File: config.mk
export PLATFORM = sky130hd
export DESIGN_NAME = uart_rx_stat
export DESIGN_NICKNAME = d
export VERILOG_FILES = /design/src/rtl/uart_rx_stat.sv
export SDC_FILE = /design/constraint.sdc
export NUM_CORES = 1
export LEC_CHECK = 0
export ABC_CLOCK_PERIOD_IN_PS = 2300
export BUFFER_PORTS_ARGS = -buffer_cell sky130_fd_sc_hd__buf_2
export CAP_MARGIN = 10
export CORE_MARGIN = 2
export CORE_UTILIZATION = 55
export CTS_CLUSTER_DIAMETER = 30
export DETAILED_ROUTE_END_ITERATION = 16
export PLACE_DENSITY = 0.85
export SYNTH_ARGS = -nofsm -noshare
export SYNTH_HDL_FRONTEND = slang
export SYNTH_SLANG_ARGS = --single-unit
File: constraint.sdc
create_clock -name clk -period 2.3 [get_ports clk]
set_input_delay 0.69 -clock clk [delete_from_list [all_inputs] [get_ports clk]]
set_output_delay 0.69 -clock clk [all_outputs]
set_load 0.05 [all_outputs]
File: src/rtl/uart_rx_stat.sv
module uart_rx_stat #(
  parameter int OVS = 16,
  parameter int DW  = 8
) (
  input  logic          clk,
  input  logic          rst_n,
  input  logic          tick,
  input  logic          rxd,
  input  logic          rd,
  input  logic          wr,
  input  logic [1:0]    addr,
  input  logic [3:0]    wdata,
  output logic [DW-1:0] rdata,
  output logic          err_irq
);
  localparam int CW   = $clog2(OVS);
  localparam int BW   = $clog2(DW);
  localparam int HALF = OVS / 2 - 1;

  typedef enum logic [2:0] {S_IDLE, S_START, S_DATA, S_PAR, S_STOP, S_HOLD} st_t;

  st_t           st;
  logic          rx_m, rx_s;
  logic [CW-1:0] cnt;
  logic [BW-1:0] nbit;
  logic [DW-1:0] sh, buf_q;
  logic          pbit, rdy, f_ovr, f_fe, f_pe;
  logic          par_en, par_odd, err_ie;
  logic [2:0]    armed, clr;

  wire mid     = tick && (cnt == CW'(OVS - 1));
  wire done    = (st == S_STOP) && mid;
  wire fe_now  = !rx_s;
  wire pe_now  = par_en && ((^sh ^ pbit) != par_odd);
  wire dat_rd  = rd && (addr == 2'd2);
  wire st_rd   = rd && (addr == 2'd1);
  wire st_wr   = wr && (addr == 2'd1);
  wire ctl_wr  = wr && (addr == 2'd0);
  wire ovr_now = done && rdy && !dat_rd;

  assign clr     = st_wr ? (armed & ~wdata[3:1]) : 3'b000;
  assign err_irq = err_ie && (f_ovr || f_fe || f_pe);

  always_comb begin
    case (addr)
      2'd0:    rdata = {{(DW-3){1'b0}}, err_ie, par_odd, par_en};
      2'd1:    rdata = {{(DW-4){1'b0}}, f_pe, f_fe, f_ovr, rdy};
      2'd2:    rdata = buf_q;
      default: rdata = '0;
    endcase
  end

  always_ff @(posedge clk) begin
    if (!rst_n) begin
      rx_m <= 1'b1;
      rx_s <= 1'b1;
      st   <= S_IDLE;
      cnt  <= '0;
      nbit <= '0;
      sh   <= '0;
      pbit <= 1'b0;
    end else begin
      rx_m <= rxd;
      rx_s <= rx_m;
      case (st)
        S_IDLE:
          if (tick && !rx_s) begin
            st  <= S_START;
            cnt <= '0;
          end
        S_START:
          if (tick) begin
            if (cnt == CW'(HALF)) begin
              cnt  <= '0;
              nbit <= '0;
              st   <= rx_s ? S_IDLE : S_DATA;
            end else begin
              cnt <= cnt + 1'b1;
            end
          end
        S_HOLD:
          if (rx_s) st <= S_IDLE;
        default: begin
          if (tick) cnt <= mid ? '0 : cnt + 1'b1;
          if (mid) begin
            if (st == S_DATA) begin
              sh   <= {rx_s, sh[DW-1:1]};
              nbit <= nbit + 1'b1;
              if (nbit == BW'(DW - 1)) st <= par_en ? S_PAR : S_STOP;
            end else if (st == S_PAR) begin
              pbit <= rx_s;
              st   <= S_STOP;
            end else begin
              st <= rx_s ? S_IDLE : S_HOLD;
            end
          end
        end
      endcase
    end
  end

  always_ff @(posedge clk) begin
    if (!rst_n) begin
      buf_q   <= '0;
      rdy     <= 1'b0;
      f_ovr   <= 1'b0;
      f_fe    <= 1'b0;
      f_pe    <= 1'b0;
      armed   <= '0;
      par_en  <= 1'b0;
      par_odd <= 1'b0;
      err_ie  <= 1'b0;
    end else begin
      if (ctl_wr) {err_ie, par_odd, par_en} <= wdata[2:0];
      if (done && !ovr_now) buf_q <= sh;
      rdy   <= (done && !ovr_now && !fe_now && !pe_now) || (rdy && !dat_rd);
      f_ovr <= ovr_now || (f_ovr && !clr[0]);
      f_fe  <= (done && fe_now) || (f_fe && !clr[1]);
      f_pe  <= (done && pe_now) || (f_pe && !clr[2]);
      if (st_rd)      armed <= {f_pe, f_fe, f_ovr};
      else if (st_wr) armed <= '0;
      else            armed <= armed & {f_pe, f_fe, f_ovr};
    end
  end

  AST_OVR_KEEPS_BUF: assert property (@(posedge clk) disable iff (!rst_n)
    ovr_now |=> $stable(buf_q) && f_ovr && rdy);
  AST_ERR_NO_READY: assert property (@(posedge clk) disable iff (!rst_n)
    done && !rdy && (fe_now || pe_now) |=> !rdy);
  AST_FRAME_ERR_FLAG: assert property (@(posedge clk) disable iff (!rst_n)
    done && fe_now |=> f_fe);
  AST_MULTI_ERR: assert property (@(posedge clk) disable iff (!rst_n)
    done && fe_now && pe_now |=> f_fe && f_pe);
  AST_CLEAR_NEEDS_READ: assert property (@(posedge clk) disable iff (!rst_n)
    st_wr && !armed[1] && f_fe |=> f_fe);
  AST_NO_SPURIOUS_SET: assert property (@(posedge clk) disable iff (!rst_n)
    !done && !f_pe |=> !f_pe);
  AST_SAME_CYCLE_READ: assert property (@(posedge clk) disable iff (!rst_n)
    done && dat_rd && !fe_now && !pe_now |=> rdy && (buf_q == $past(sh)));
endmodule

==> reports/results.tsv <==
metric	value	unit
Clock Tree Buf Depth	2	
critical path data required time	1.61	ns
wire per inst	13.5	um
sequential-to-total area share from yosys stat	39.9	%
mapped cell area	1960	um^2
CP cell instances	buf_2, nor2b_1, buf_4, a22o_2, buf_2	
path type of the worst setup path	in2out	
# nets final	258	
vias	1601	
crit-path max FO	3	
pre-CTS WS	0.0953	ns
Sink Count	39	
Arr. time, crit path	1.52	ns
Hold Buf Count CTS	0	
Layout Skew	0.0166	ns
initial antenna violation count	0	
Routed WL	3.91	mm
Die Ht	63.6	um
met1 Use GR	25.8	%
Leakage Power	0.000869	uW
fin crit share	96.1	%
Slew @ Worst Pin	0.411	ns
CP dominant cell by count	buf_2	
average via count per standard cell	5.52	
first-pass GRT wire length	6.71	mm
met2 Resource Use GR	35.0	%
Antenna Cells	0	
hold crit path type	reg2reg	
max-slew violations	0	
number of global-route vias before repair	1511	
Worst-path clk slew	0.12	ns
peak supply drop	0.451	mV
setup ws final	0.0891	ns
Fmax achieved	452	MHz
gp weighted congestion	0.809	
I/O Pins	21	
final hold vios	0	
Final Cell Area	2250	um^2
mean post-synth cell area	9.05	um^2
fill count	267	
outcome	completed	
RSZ-0062 raised after global routing	no	
# H-tree levels	2	
layout cell share with drive strength beyond 1	20.5	%
Tot GR Track Use	21.4	%
Post-DP HPWL	2.79	mm
CTS Buf Count	5	
syn nets	231	
remaining antenna violation count	0	
DRT Pass-1 Iters	4	
Pwr Density	599	nW/um^2
DRT iter0 DRCs	51	
yosys warns	0	
GRT busiest layer	met2	
placed cell areas	2150	um^2
grt total ovfl	0	
CTS tree	built	
CTS resizes	0	
maxcap violations	0	
max_slew headroom	72.6	%
drt drc	0	
Die Area	4050	um^2
max incr delay on CP	0.25	ns
Layout Utilization	66.8	%
distinct cell type count after synthesis	45	
die width	63.6	um
pin count of the biggest net entering global routing	22	
Setup crit end kind	output pin	
Tmin final	2.21	ns
Setup TNS	0	ns
CP max-delay cell	a22o_2	
Startpoint Class	primary input	
Starting Density	58.1	%
Area Growth Syn to Fin	14.9	%
synthesized instance count	216	
Worst-Skew Late Latency	0.36	ns
# rows	21	
# setup viols final	0	
port bufs	20	
grt met3 use	5.18	%
# Post-CTS Setup Buffers	0	
total core area	3360	um^2
Seq cells post-synth	39	
CTS root buf	clkbuf_4	
## flip-flops by register name (all words and copies together), names as in the netlist, 3 cells and up
register,flops
buf_q,8
st,3
nbit,3
cnt,4
sh,8
armed,3
## where the power goes
part           switching [uW]  total [uW]  internal, uW  leakage (uW)
logic                    55.5        94.1          38.6      0.000502
registers                6.67         688           681      0.000315
clock network             225         564           339     0.0000525
total                     287        1350          1060      0.000869
## synth_stat cells, drive strengths merged
| cell type | instances | share of area (%) |
|---|---|---|
| a2111oi | 1 | 1.4 |
| a211oi | 1 | 0.38 |
| a21boi | 3 | 1.2 |
| a21oi | 13 | 3.3 |
| a22o | 1 | 0.45 |
| a41oi | 1 | 0.45 |
| and2 | 6 | 1.9 |
| and4bb | 1 | 0.64 |
| buf | 7 | 2.2 |
| clkbuf | 3 | 0.58 |
| dfxtp | 39 | 40 |
| ha | 3 | 1.9 |
| inv | 6 | 1.2 |
| mux2 | 1 | 0.58 |
| mux2i | 23 | 12 |
| nand2 | 20 | 4.0 |
| nand2b | 10 | 3.3 |
| nand3 | 4 | 1.0 |
| nand4 | 1 | 0.64 |
| nor2 | 25 | 4.8 |
| nor2b | 5 | 1.6 |
| nor3 | 4 | 1.3 |
| nor3b | 4 | 1.5 |
| o2111ai | 1 | 0.45 |
| o211ai | 4 | 1.5 |
| o21a | 3 | 1.2 |
| o21ai | 7 | 1.8 |
| o21bai | 1 | 0.38 |
| o22ai | 2 | 0.64 |
| o31a | 1 | 0.45 |
| o32a | 2 | 1.0 |
| or2 | 1 | 0.32 |
| or3 | 1 | 0.58 |
| or3b | 1 | 0.45 |
| xnor2 | 5 | 2.2 |
| xnor3 | 1 | 1.2 |
| xor2 | 4 | 1.8 |
## final cells by class
type                       count  area (um^2)  area share (%)
multi-input combinational    161         1110            49.4
sequential                    39          781            34.7
timing repair buffer          30          175            7.80
clock inverter                 2         60.1            2.67
tap                           46         57.6            2.56
clock buffer                   6         41.3            1.84
inverter                       6         22.5            1.00
## cells by family after synthesis
kind of cell	after synthesis	share of synthesized area, %
and+or+nand+nor	83	22.1
adders and majority gates	3	1.92
muxes	24	12.3
AOI/OAI and AO/OA	41	14.6
DFF	39	39.9
buffers and inverters	16	3.97
xor gates and xnor gates	10	5.18
## worst max-delay path: cells and delay by family
family	cells	cell delay, ns
buffers and inverters	3	0.45
AOI/OAI and AO/OA	1	0.25
and+or+nand+nor	1	0.13
## metal layers
| layer | up-vias | part of all wire [%] |
|---|---|---|
| li1 | 803 | - |
| met1 | 753 | 46 |
| met2 | 37 | 48 |
| met3 | 8 | 3.8 |
| met4 | 0 | 2.1 |
| met5 | - | 0 |
## layout by cell type, fill, tap and decap left out, types with 2 or more instances in the layout
cell type,count
buf_4,10
inv_1,4
mux2i_1,23
xor2_1,4
clkbuf_4,5
nor2b_1,5
xnor2_1,5
a21oi_1,13
nor3_1,3
o22ai_1,2
a21boi_0,2
o32a_1,2
nand2_1,19
dfxtp_1,39
ha_1,3
inv_2,2
nor2_1,25
nand3_1,4
bufinv_16,2
nor3b_1,4
o21a_1,3
o21ai_0,3
o21ai_2,3
nand2b_1,9
o211ai_1,4
and2_1,6
buf_2,20
## final timing paths
path            from  endpoint  slack (ns)  depth (start not counted)
max          addr[1]  rdata[3]        0.09                          5
min             rx_m      rx_s        0.42                          1
max reg2reg   cnt[0]  buf_q[2]        0.45                          7
min reg2reg     rx_m      rx_s        0.42                          1
## metrics by stage
step | total power, uW | hold WS [ns] | std cells
6_report | 1350 | 0.424 | 290
5_1_grt | 1390 | 0.436 | 290
4_1_cts | 1350 | 0.425 | 290
3_5_place_dp | 795 | 0.398 | 282
3_3_place_gp | 793 | 0.387 | 282
2_1_floorplan | 763 | 0.386 | 216
Power figures use the tool's default switching activity.
